`config.mk`:
```
export PLATFORM = sky130hd
export DESIGN_NAME = mbus_cycle_seq
export DESIGN_NICKNAME = d
export VERILOG_FILES = /design/src/rtl/mbus_pkg.sv /design/src/rtl/mbus_addr_gen.sv /design/src/rtl/mbus_lane_sel.sv /design/src/rtl/mbus_phase_fsm.sv /design/src/rtl/mbus_cycle_seq.sv
export SDC_FILE = /design/constraint.sdc
export NUM_CORES = 1
export LEC_CHECK = 0
export CORE_UTILIZATION = 50
export DETAILED_ROUTE_END_ITERATION = 16
export DONT_BUFFER_PORTS = 1
export PLACE_DENSITY = 0.76
export SLEW_MARGIN = 15
export SYNTH_ARGS = -nofsm -noshare
export SYNTH_HDL_FRONTEND = slang
export SYNTH_SLANG_ARGS = --single-unit
```
`constraint.sdc`:
```
create_clock -name clk -period 2.54 [get_ports clk]
set_clock_uncertainty 0.05 [all_clocks]
set_input_delay 0.635 -clock clk [delete_from_list [all_inputs] [get_ports clk]]
set_output_delay 0.635 -clock clk [all_outputs]
set_load 0.02 [all_outputs]
```
`src/rtl/mbus_pkg.sv`:
```
// Shared types for the bus cycle sequencer.
package mbus_pkg;
    typedef enum logic [2:0] {
        PH_IDLE = 3'd0,
        PH_T1   = 3'd1,
        PH_T2   = 3'd2,
        PH_T3   = 3'd3,
        PH_TW   = 3'd4,
        PH_T4   = 3'd5
    } phase_t;
endpackage

```
`src/rtl/mbus_addr_gen.sv`:
```
// Physical address former: segment shifted into the upper bits plus offset.
// Assumes ADDR_W > OFF_W; the sum wraps modulo 2**ADDR_W.
module mbus_addr_gen #(
    parameter int ADDR_W = 20,
    parameter int OFF_W  = 16
) (
    input  logic [OFF_W-1:0]  seg,
    input  logic [OFF_W-1:0]  off,
    output logic [ADDR_W-1:0] phys
);
    localparam int SHIFT = ADDR_W - OFF_W;

    // Shifted segment plus zero-extended offset.
    always_comb begin
        phys = {seg, {SHIFT{1'b0}}} + {{SHIFT{1'b0}}, off};
    end
endmodule

```
`src/rtl/mbus_lane_sel.sv`:
```
// Byte-lane selector: decides whether a transfer is a full word,
// picks the byte to send and places it on the lane given by address bit 0.
// Assumes DATA_W is even; split transfers send low byte first, high byte second.
module mbus_lane_sel #(
    parameter int DATA_W = 16
) (
    input  logic              a0,
    input  logic              word_req,
    input  logic              split,
    input  logic              half,
    input  logic [DATA_W-1:0] wdata,
    output logic              eff_word,
    output logic              bhe_n,
    output logic [DATA_W-1:0] lane_wdata
);
    localparam int BYTE_W = DATA_W / 2;

    logic [BYTE_W-1:0] sel_byte;

    // Choose the byte and its lane for the current transfer.
    always_comb begin
        eff_word = word_req & ~split;
        sel_byte = (split && half) ? wdata[DATA_W-1:BYTE_W] : wdata[BYTE_W-1:0];
        if (eff_word)
            lane_wdata = wdata;
        else if (a0)
            lane_wdata = {sel_byte, {BYTE_W{1'b0}}};
        else
            lane_wdata = {{BYTE_W{1'b0}}, sel_byte};
        bhe_n = ~(eff_word | a0);
    end
endmodule

```
`src/rtl/mbus_phase_fsm.sv`:
```
// Bus phase sequencer: IDLE -> T1 -> T2 -> T3 -> (Tw)* -> T4, repeated once
// more for the second half of a split access. Assumes split is stable while busy.
module mbus_phase_fsm
    import mbus_pkg::*;
(
    input  logic   clk,
    input  logic   rst_n,
    input  logic   go,
    input  logic   ready,
    input  logic   split,
    output phase_t phase,
    output logic   half,
    output logic   capture,
    output logic   done
);
    // Phase and half-counter register.
    always_ff @(posedge clk) begin
        if (!rst_n) begin
            phase <= PH_IDLE;
            half  <= 1'b0;
        end else begin
            case (phase)
                PH_IDLE: if (go) begin
                    phase <= PH_T1;
                    half  <= 1'b0;
                end
                PH_T1: phase <= PH_T2;
                PH_T2: phase <= PH_T3;
                PH_T3, PH_TW: phase <= ready ? PH_T4 : PH_TW;
                PH_T4: if (split && !half) begin
                    phase <= PH_T1;
                    half  <= 1'b1;
                end else begin
                    phase <= PH_IDLE;
                end
                default: phase <= PH_IDLE;
            endcase
        end
    end

    // Capture strobe and completion flag.
    always_comb begin
        capture = ((phase == PH_T3) || (phase == PH_TW)) && ready;
        done    = (phase == PH_T4) && (!split || half);
    end

    // a low ready at the end of T3/Tw holds the bus in Tw
    p_wait_hold_r8: assert property (@(posedge clk) disable iff (!rst_n)
        (((phase == PH_T3) || (phase == PH_TW)) && !ready) |=> (phase == PH_TW));

    // a high ready at the end of T3/Tw moves on to T4
    p_wait_exit_r8: assert property (@(posedge clk) disable iff (!rst_n)
        (((phase == PH_T3) || (phase == PH_TW)) && ready) |=> (phase == PH_T4));
endmodule

```
`src/rtl/mbus_cycle_seq.sv`:
```
// Multiplexed address/data bus cycle sequencer (top).
// Latches one request, forms the physical address, drives the bus phases with
// ready-driven waits, splits odd-address words into two byte cycles and
// captures read data. After reset it runs one word read at BOOT_ADDR.
// Assumes the shared lines are split into in/out/enable by the pad ring.
module mbus_cycle_seq
    import mbus_pkg::*;
#(
    parameter int                 ADDR_W    = 20,
    parameter int                 DATA_W    = 16,
    parameter int                 KIND_W    = 2,
    parameter logic [ADDR_W-1:0]  BOOT_ADDR = 20'hFFFF0,
    parameter logic [KIND_W-1:0]  BOOT_KIND = 2'b10
) (
    input  logic              clk,
    input  logic              rst_n,
    input  logic              req_valid,
    input  logic [DATA_W-1:0] req_seg,
    input  logic [DATA_W-1:0] req_off,
    input  logic              req_write,
    input  logic              req_mem,
    input  logic              req_word,
    input  logic [KIND_W-1:0] req_kind,
    input  logic [DATA_W-1:0] req_wdata,
    output logic              busy,
    output logic              done,
    output logic [DATA_W-1:0] rd_data,
    input  logic [DATA_W-1:0] ad_in,
    output logic [DATA_W-1:0] ad_out,
    output logic              ad_oe,
    output logic [ADDR_W-DATA_W-1:0] a_hi,
    output logic              ale,
    output logic              rd_n,
    output logic              wr_n,
    output logic              m_io,
    output logic              dt_r,
    output logic              den_n,
    output logic              bhe_n,
    input  logic              ready
);
    localparam int HI_W   = ADDR_W - DATA_W;
    localparam int BYTE_W = DATA_W / 2;

    phase_t              phase;
    logic                half, capture, go, idle, split, eff_word, lane_bhe_n;
    logic                boot_pend;
    logic [ADDR_W-1:0]   req_phys, cur_addr, bus_addr;
    logic                cur_write, cur_mem, cur_word;
    logic [KIND_W-1:0]   cur_kind;
    logic [DATA_W-1:0]   cur_wdata, lane_wdata, rd_q;
    logic [BYTE_W-1:0]   byte_in;
    logic [HI_W-1:0]     status;

    mbus_addr_gen #(.ADDR_W(ADDR_W), .OFF_W(DATA_W)) u_addr (
        .seg  (req_seg),
        .off  (req_off),
        .phys (req_phys)
    );

    mbus_phase_fsm u_fsm (
        .clk     (clk),
        .rst_n   (rst_n),
        .go      (go),
        .ready   (ready),
        .split   (split),
        .phase   (phase),
        .half    (half),
        .capture (capture),
        .done    (done)
    );

    mbus_lane_sel #(.DATA_W(DATA_W)) u_lane (
        .a0         (bus_addr[0]),
        .word_req   (cur_word),
        .split      (split),
        .half       (half),
        .wdata      (cur_wdata),
        .eff_word   (eff_word),
        .bhe_n      (lane_bhe_n),
        .lane_wdata (lane_wdata)
    );

    // Request bookkeeping derived from the phase and the latched request.
    always_comb begin
        idle     = (phase == PH_IDLE);
        go       = idle & (boot_pend | req_valid);
        busy     = ~idle | boot_pend;
        split    = cur_word & cur_addr[0];
        bus_addr = cur_addr + ADDR_W'(half);
        status   = {{(HI_W-KIND_W){1'b0}}, cur_kind};
        byte_in  = bus_addr[0] ? ad_in[DATA_W-1:BYTE_W] : ad_in[BYTE_W-1:0];
    end

    // Latch the restart read or a new request while idle.
    always_ff @(posedge clk) begin
        if (!rst_n) begin
            boot_pend <= 1'b1;
            cur_addr  <= '0;
            cur_write <= 1'b0;
            cur_mem   <= 1'b0;
            cur_word  <= 1'b0;
            cur_kind  <= '0;
            cur_wdata <= '0;
        end else if (idle) begin
            if (boot_pend) begin
                boot_pend <= 1'b0;
                cur_addr  <= BOOT_ADDR;
                cur_write <= 1'b0;
                cur_mem   <= 1'b1;
                cur_word  <= 1'b1;
                cur_kind  <= BOOT_KIND;
                cur_wdata <= '0;
            end else if (req_valid) begin
                cur_addr  <= req_phys;
                cur_write <= req_write;
                cur_mem   <= req_mem;
                cur_word  <= req_word;
                cur_kind  <= req_kind;
                cur_wdata <= req_wdata;
            end
        end
    end

    // Capture read data from the selected lane at the last T3/Tw.
    always_ff @(posedge clk) begin
        if (!rst_n) begin
            rd_q <= '0;
        end else if (capture && !cur_write) begin
            if (eff_word)
                rd_q <= ad_in;
            else if (split && half)
                rd_q[DATA_W-1:BYTE_W] <= byte_in;
            else if (split)
                rd_q[BYTE_W-1:0] <= byte_in;
            else
                rd_q <= {{BYTE_W{1'b0}}, byte_in};
        end
    end

    assign rd_data = rd_q;

    // Bus pin decode per phase.
    always_comb begin
        ale    = 1'b0;
        ad_out = '0;
        ad_oe  = 1'b0;
        a_hi   = '0;
        rd_n   = 1'b1;
        wr_n   = 1'b1;
        m_io   = 1'b0;
        dt_r   = 1'b1;
        den_n  = 1'b1;
        bhe_n  = 1'b1;
        if (!idle) begin
            m_io = cur_mem;
            dt_r = cur_write;
        end
        case (phase)
            PH_T1: begin
                ale    = 1'b1;
                ad_out = bus_addr[DATA_W-1:0];
                ad_oe  = 1'b1;
                a_hi   = cur_mem ? bus_addr[ADDR_W-1:DATA_W] : '0;
                bhe_n  = lane_bhe_n;
            end
            PH_T2, PH_T3, PH_TW, PH_T4: begin
                a_hi  = cur_mem ? status : '0;
                den_n = 1'b0;
                if (cur_write) begin
                    ad_oe  = 1'b1;
                    ad_out = lane_wdata;
                end
                if (phase != PH_T4) begin
                    if (cur_write) wr_n = 1'b0;
                    else           rd_n = 1'b0;
                end
            end
            default: ;
        endcase
    end

    // the address latch pulse lasts a single cycle
    p_ale_pulse_r3: assert property (@(posedge clk) disable iff (!rst_n)
        ale |=> !ale);

    // the two strobes are never low together
    p_rw_excl_r6: assert property (@(posedge clk) disable iff (!rst_n)
        !(!rd_n && !wr_n));

    // the read strobe opens only right after the address phase
    p_rd_after_ale_r7: assert property (@(posedge clk) disable iff (!rst_n)
        $fell(rd_n) |-> $past(ale));

    // completion is a single-cycle pulse
    p_done_pulse_r10: assert property (@(posedge clk) disable iff (!rst_n)
        done |=> !done);

    // upper lines stay low whenever the cycle is not a memory cycle
    p_io_quiet_r4: assert property (@(posedge clk) disable iff (!rst_n)
        !m_io |-> (a_hi == '0));
endmodule

```
==> results of run 1 <==
## Yosys cell counts, types with 2 or more instances
cell type,instances
a211oi_1,3
a31oi_1,2
and3_1,3
nor3b_1,12
o22ai_1,15
a21boi_1,30
xor2_1,11
ha_1,15
o21bai_1,2
a32oi_1,4
o21ai_1,4
nor2b_1,4
nand3b_1,23
buf_2,11
nand3_1,19
buf_6,2
clkbuf_1,19
nand2b_1,4
nor2_1,26
o211a_1,8
a22o_1,16
or3_1,4
nor3_1,9
inv_1,8
and4_1,2
mux2i_1,13
nand2_1,64
o211ai_1,3
a21oi_1,21
dfxtp_1,62
nor2_2,2
o21ai_0,20
a22oi_1,9
a21o_1,3
xnor2_1,19
and2_1,2
## cell families after synthesis
kind of cell	after synthesis	synth area share
AOI/OAI and AO/OA	147	0.256
xor gates and xnor gates	30	0.0646
adders and majority gates	16	0.0510
buffers and inverters	42	0.0458
DFF	62	0.305
muxes	13	0.0320
and+or+nand+nor	186	0.245
## worst max-delay path: stages, from the launching register on
cell,delay [ps]
dfxtp_2,350
ha_4,150
ha_4,130
nand4_1,130
or3_4,450
or3_4,360
a21oi_4,210
## power by group
part           internal (mW)  switching [mW]
combinational          0.590           0.839
sequential              1.14           0.242
clock                  0.367           0.356
## stage by stage
step	setup WS, ps	hold WS [ps]	utilization	setup TNS, ps
5_1_grt	-315	311	0.617	-3190
4_1_cts	-283	303	0.601	-2400
2_1_floorplan	4.31	381	-	0
3_5_place_dp	-70.9	413	0.571	-111
3_3_place_gp	-24.6	403	0.571	-24.6
6_report	-267	313	0.617	-2030
## final timing paths
| kind | depth (start not counted) | endpoint | slack (ps) | from |
|---|---|---|---|---|
| max reg2reg | 6 | rd_data[1] | 520 | cur_word |
| min reg2reg | 2 | cur_wdata[8] | 420 | cur_wdata[8] |
| min | 1 | boot_pend | 310 | rst_n |
| max | 6 | a_hi[2] | -270 | u_fsm.half |
## per-layer routing
layer	global-route usage	part of all wire	wire, µm	up-vias
li1	-	-	-	1860
met1	0.295	0.40	4510	1823
met2	0.466	0.50	5620	215
met3	0.0788	0.082	929	28
met4	0.104	0.024	268	0
met5	0	0	0	-
## cell type report
| cell class | count | area share |
|---|---|---|
| Clock buffer | 12 | 0.0301 |
| Multi-Input combinational cell | 392 | 0.585 |
| Tap cell | 102 | 0.0265 |
| Sequential cell | 62 | 0.259 |
| Inverter | 9 | 0.00701 |
| Timing Repair Buffer | 55 | 0.0904 |
| Clock inverter | 2 | 0.00208 |
## flip-flops by register name (all words and copies together), names as in the netlist, 2 cells and up
name,count
cur_kind,2
cur_wdata,16
cur_addr,20
u_fsm.phase,3
rd_data,16
## what timing repair did
action	in CTS	in global routing
setup buffers	68	3
pin swaps	22	16
hold buffers	0	0
setup endpoints to repair	20	20
resized for setup	15	25
==> key figures, run 1 <==
Final layout
  – Fill count: 665
  – Layout cells sized above 1: 0.209
  – Final instance count without filler cells: 634
  – Most frequent cells in the layout: 63 x nand2_1, 59 x dfxtp_1, 49 x buf_4
  – Layout Area Growth over Synthesis: 18.4%
  – Commonest non-fill, non-tap cell in the layout: nand2_1
  – Area of the multi-input gates: 0.00282 mm²
  – Design area: 0.00482 mm²
  – Storage cell area: 0.00125 mm²
  – Layout Nets: 618
  – Antenna cell count: 0

Drt
  – DRC Markers: 0
  – Routed wire length: 11.3 mm
  – Antenna-violating nets left: 0
  – Vias after detailed routing: 3926
  – First-pass iteration count of the detailed router: 5
  – Routed WL per cell: 17.9 µm
  – Initial DRC count: 373
  – Vias per cell: 6.19

Power and ir drop
  – PwrDens: 734 mW/mm²
  – Total Power: 3.54 mW
  – LEAKAGE: 1.89 nW
  – VDD IR max: 381 µV

Placed design
  – Routability cong.: 0.902
  – Post-Place Cells: 617
  – Post-DP HPWL: 8.25 mm
  – Port bufs: 0
  – Placement Cell Area: 0.00446 mm²

Timing
  – Final hold viol count: 0
  – Period utilization: 1.11
  – Max-slew headroom: 0.542
  – Tmin final: 2810 ps
  – RSZ-0062 raised after global routing: yes
  – Tightest Pin Transition: 687 ps
  – Final worst slack: -267 ps
  – Fmax: 0.356 GHz
  – Slew Limit Fails: 0
  – Final setup fails: 14

Clock network
  – Root Buffer: clkbuf_8
  – Longest Clk Path Bufs: 2
  – Clock transition at the registers of the reported paths: 70 ps
  – CTS Buf Count: 9
  – H-tree depth: 3
  – CTS tree: yes
  – Clk sinks: 62
  – Clock latency at the later pin of the worst-skew pair: 340 ps

Global route
  – Largest net degree at the start of global routing: 63
  – Grt total ovfl: 0
  – Initial antenna violation count: 0
  – Overall Global Routing Usage: 0.264
  – First-pass GRT wire length: 17.6 mm
  – Vias in the first global route: 3739

Synthesis
  – Synth top area cells: dfxtp_1 31%, nand2_1 5.9%, a21boi_1 5.5%, ha_1 4.6%, nand3b_1 4.2%
  – Cell area after synthesis: 0.00407 mm²
  – Cells after Synth: 496
  – Mapped Avg Cell Area: 8.20 µm²
  – Cell taking the most area after synthesis: dfxtp_1
  – Synth warn: 0
  – Yosys top cell area share: 0.305
  – Register area share after synthesis: 0.305
  – Async SR Flop Fraction: 0
  – Net Count, Synth: 585
  – Post-synth EDFFs: 0
  – #FFs+latches synth: 62
  – Ys flop type: dfxtp_1
  – Distinct cells, synth: 58

Floorplan
  – Starting Density: 0.521
  – Cell row count: 32
  – Die H: 92.2 µm
  – # IOs: 119
  – Core Box Area: 0.00781 mm²
  – Horiz. Die Dim: 92.2 µm
  – Die ar.: 0.00850 mm²

Critical path
  – Max FO, Critical Path: 5
  – Startpoint types: register
  – Setup CP Type: register to primary output
  – Crit. End Element: primary output
  – Worst EP required: 1860 ps
  – Arrival @ worst endpoint: 2120 ps

Run status
  – Status: complete, but fails checks
  – Violations in the final reports: setup timing

Job
  – Maxcap violations: 0

Hold path
  – Hold Crit Class: primary input to register
Note: power is estimated with default switching activity, not from simulation.
==> inputs of run 2 (changes only) <==
--- a/config.mk
+++ b/config.mk
@@ -5,6 +5,7 @@
 export SDC_FILE = /design/constraint.sdc
 export NUM_CORES = 1
 export LEC_CHECK = 0
+export CORE_MARGIN = 2
 export CORE_UTILIZATION = 50
 export DETAILED_ROUTE_END_ITERATION = 16
 export DONT_BUFFER_PORTS = 1
@@ -12,4 +13,5 @@
 export SLEW_MARGIN = 15
 export SYNTH_ARGS = -nofsm -noshare
 export SYNTH_HDL_FRONTEND = slang
+export SYNTH_HIERARCHICAL = 1
 export SYNTH_SLANG_ARGS = --single-unit
==> run 2 against run 1 <==
  * Worst setup slack got worse by 13 ps
  * Sequential share of layout area down 2.2 points
  * Sequential power increased by 15%
  * Utilization is 1.1 points lower
  * Clock power up 34%
  * Critical path depth stayed put
  * Clock-buffer cell count stayed put
  * Highest routed layer unchanged
  * Design area is 9.6% higher
  * Critical path type unchanged
  * Power increased by 39%
  * The run still ends with setup timing left
  * Hold slack improved by 42 ps
  * Combinational power is 64% higher
==> key figures, run 2 <==
Power and ir drop
  – Pint: 2.70 mW
  – PwrDens: 928 mW/mm²
  – Total Power: 4.90 mW
  – Register share of total power: 0.325
  – LEAKAGE: 2.07 nW
  – Combinational Power Share: 0.477
  – Clock power frac: 0.197
  – VDD IR max: 589 µV
  – Switch share: 0.448
  – Sw Pwr: 2.20 mW

Synthesis
  – Register area share after synthesis: 0.277
  – Async SR Flop Fraction: 0
  – Cells after Synth: 560
  – Post-synth EDFFs: 0
  – Distinct cells, synth: 72
  – Cell area after synthesis: 0.00448 mm²
  – Most common cell in the netlist: nand2_1
  – Synth warn: 6
  – Net Count, Synth: 648
  – #FFs+latches synth: 62
  – Yosys top cell area share: 0.277
  – Ys flop type: dfxtp_1
  – Commonest cells post-synth: 66 x nand2_1, 62 x dfxtp_1, 39 x nand3_1
  – Synth top area cells: dfxtp_1 28%, nand2_1 5.5%, mux2i_1 4.5%, nand3_1 4.4%, ha_1 3.9%
  – Cell taking the most area after synthesis: dfxtp_1
  – Mapped Avg Cell Area: 8.00 µm²

Final layout
  – Largest register by flop count: cur_addr
  – Layout Area Growth over Synthesis: 18.0%
  – Antenna cell count: 0
  – Storage cell area: 0.00125 mm²
  – Most frequent cells in the layout: 63 x nand2_1, 59 x dfxtp_1, 48 x buf_4
  – Fill count: 754
  – Largest register FFs: 20
  – Layout cells sized above 1: 0.206
  – Commonest non-fill, non-tap cell in the layout: nand2_1
  – Layout Nets: 676
  – Final core occ: 0.606
  – Area of the multi-input gates: 0.00321 mm²

Critical path
  – Crit. End Element: primary output
  – R2r endpoint: rd_data[0]
  – Crit path top cell by count: ha_4
  – Worst EP required: 1860 ps
  – Max FO, Critical Path: 5
  – Crit path largest cell delay: 490 ps
  – CP bufs+invs: 0
  – Critical path cell sequence: ha_4 -> ha_4 -> nand3_4 -> or4_4 -> or3_4 -> a21oi_4
  – R2R setup slack: 300 ps
  – Critical path's slowest cell: or4_4
  – Worst R2R Path Depth: 7
  – Setup CP Type: register to primary output
  – Startpoint types: register
  – Arrival @ worst endpoint: 2140 ps
  – Worst r2r src: u_fsm/phase[2]
  – Largest delay share family, worst path: simple AND/OR/NAND/NOR gates

Global route
  – First-pass GRT wire length: 20.3 mm
  – Largest net degree at the start of global routing: 63
  – Vias in the first global route: 4278
  – Initial antenna violation count: 0
  – Overall Global Routing Usage: 0.252
  – Grt total ovfl: 0

Hold path
  – Endpoint, Worst Hold: boot_pend
  – Hold Crit Class: primary input to register
  – Hold path cells: 1
  – Worst hold start: rst_n

Clock network
  – CTS Buf Count: 9
  – Clock transition at the registers of the reported paths: 70 ps
  – Root Buffer: clkbuf_8
  – Clock latency at the later pin of the worst-skew pair: 340 ps
  – CTS tree: yes
  – H-tree depth: 3
  – Longest Clk Path Bufs: 2
  – Clk sinks: 62

Floorplan
  – Cell row count: 34
  – # IOs: 119
  – Core Box Area: 0.00872 mm²
  – Starting Density: 0.513
  – Die ar.: 0.00973 mm²
  – Die H: 98.6 µm
  – Horiz. Die Dim: 98.6 µm

Placed design
  – Post-DP HPWL: 8.98 mm
  – Port bufs: 0
  – Routability cong.: 0.892

Job
  – Maxcap violations: 0

Timing
  – Tightest Pin Transition: 961 ps
  – Period utilization: 1.11
  – Tmin final: 2820 ps
  – Slew Limit Fails: 0
  – Setup_tns: -1840 ps
  – RSZ-0062 raised after global routing: yes
  – Max-slew headroom: 0.354
  – Hold Worst Slack: 355 ps
  – Final hold viol count: 0
  – Fmax: 0.355 GHz
  – Final worst slack: -281 ps
  – Final setup fails: 18

Drt
  – Antenna-violating nets left: 0
  – Routed wire length: 12.5 mm
  – Vias per cell: 6.31
  – Initial DRC count: 294
  – Routed WL per cell: 17.9 µm
  – Vias after detailed routing: 4421
  – First-pass iteration count of the detailed router: 5
  – DRC Markers: 0

Run status
  – Violations in the final reports: setup timing
  – Status: complete, but fails checks
## run 2: what timing repair did
action | in CTS | in global routing
gates resized for setup | 33 | 20
endpoints found under the setup margin | 21 | 20
hold buffers | 0 | 0
pin swaps | 19 | 15
buffers inserted | 9 | 3
## run 2: how the worst max path moves through the flow
stage                           from      endpoint  slack (ps)  depth (start not counted)
final                     u_fsm/half       a_hi[2]        -280                          6
after global routing      u_fsm/half       a_hi[2]        -350                          6
after CTS                 u_fsm/half       a_hi[2]        -320                          6
after detailed placement  req_seg[0]  cur_addr[16]        -150                          8
after global placement    req_seg[0]  cur_addr[16]         -70                          8
after floorplan           req_seg[0]  cur_addr[16]          -8                          8
## run 2: per-layer routing
metal  share of wire  up-vias  track usage
met2            0.49      190        0.434
met1            0.40     2081        0.297
met4           0.020        0       0.0759
met3           0.087       30       0.0858
met5               0        -            0
li1                -     2120            -
## run 2: through the flow
stage | cell area (µm²) | setup WS [ps] | instances
4_1_cts | 5200 | -317 | 700
5_1_grt | 5280 | -353 | 701
6_report | 5280 | -281 | 701
3_5_place_dp | 4810 | -150 | 675
3_3_place_gp | 4810 | -67.3 | 675
2_1_floorplan | 4530 | -7.99 | 560
## run 2: layout make-up
cell class | count | area share
clock buffers | 12 | 0.0275
clock inverters | 4 | 0.0133
inverters | 12 | 0.00900
multi-input cells | 449 | 0.607
flip-flops and latches | 62 | 0.237
well taps | 108 | 0.0256
repair buffers | 54 | 0.0810
## run 2: cells by family after synthesis
group / after synthesis / share of synthesized area
compound gates: 137 / 0.234
simple gates: 254 / 0.301
mux: 22 / 0.0497
buf+inv: 49 / 0.0528
flops: 62 / 0.277
xor+xnor: 21 / 0.0411
fa+ha+maj: 15 / 0.0436
## run 2: power by group through the flow
stage | sequential (mW) | combinational, mW | clock (mW)
after global placement | 1.58 | 2.11 | 0
after global routing | 1.64 | 2.56 | 1.03
final | 1.59 | 2.34 | 0.966
after floorplan | 1.56 | 1.62 | 0
after detailed placement | 1.60 | 2.17 | 0
after CTS | 1.58 | 2.27 | 0.984
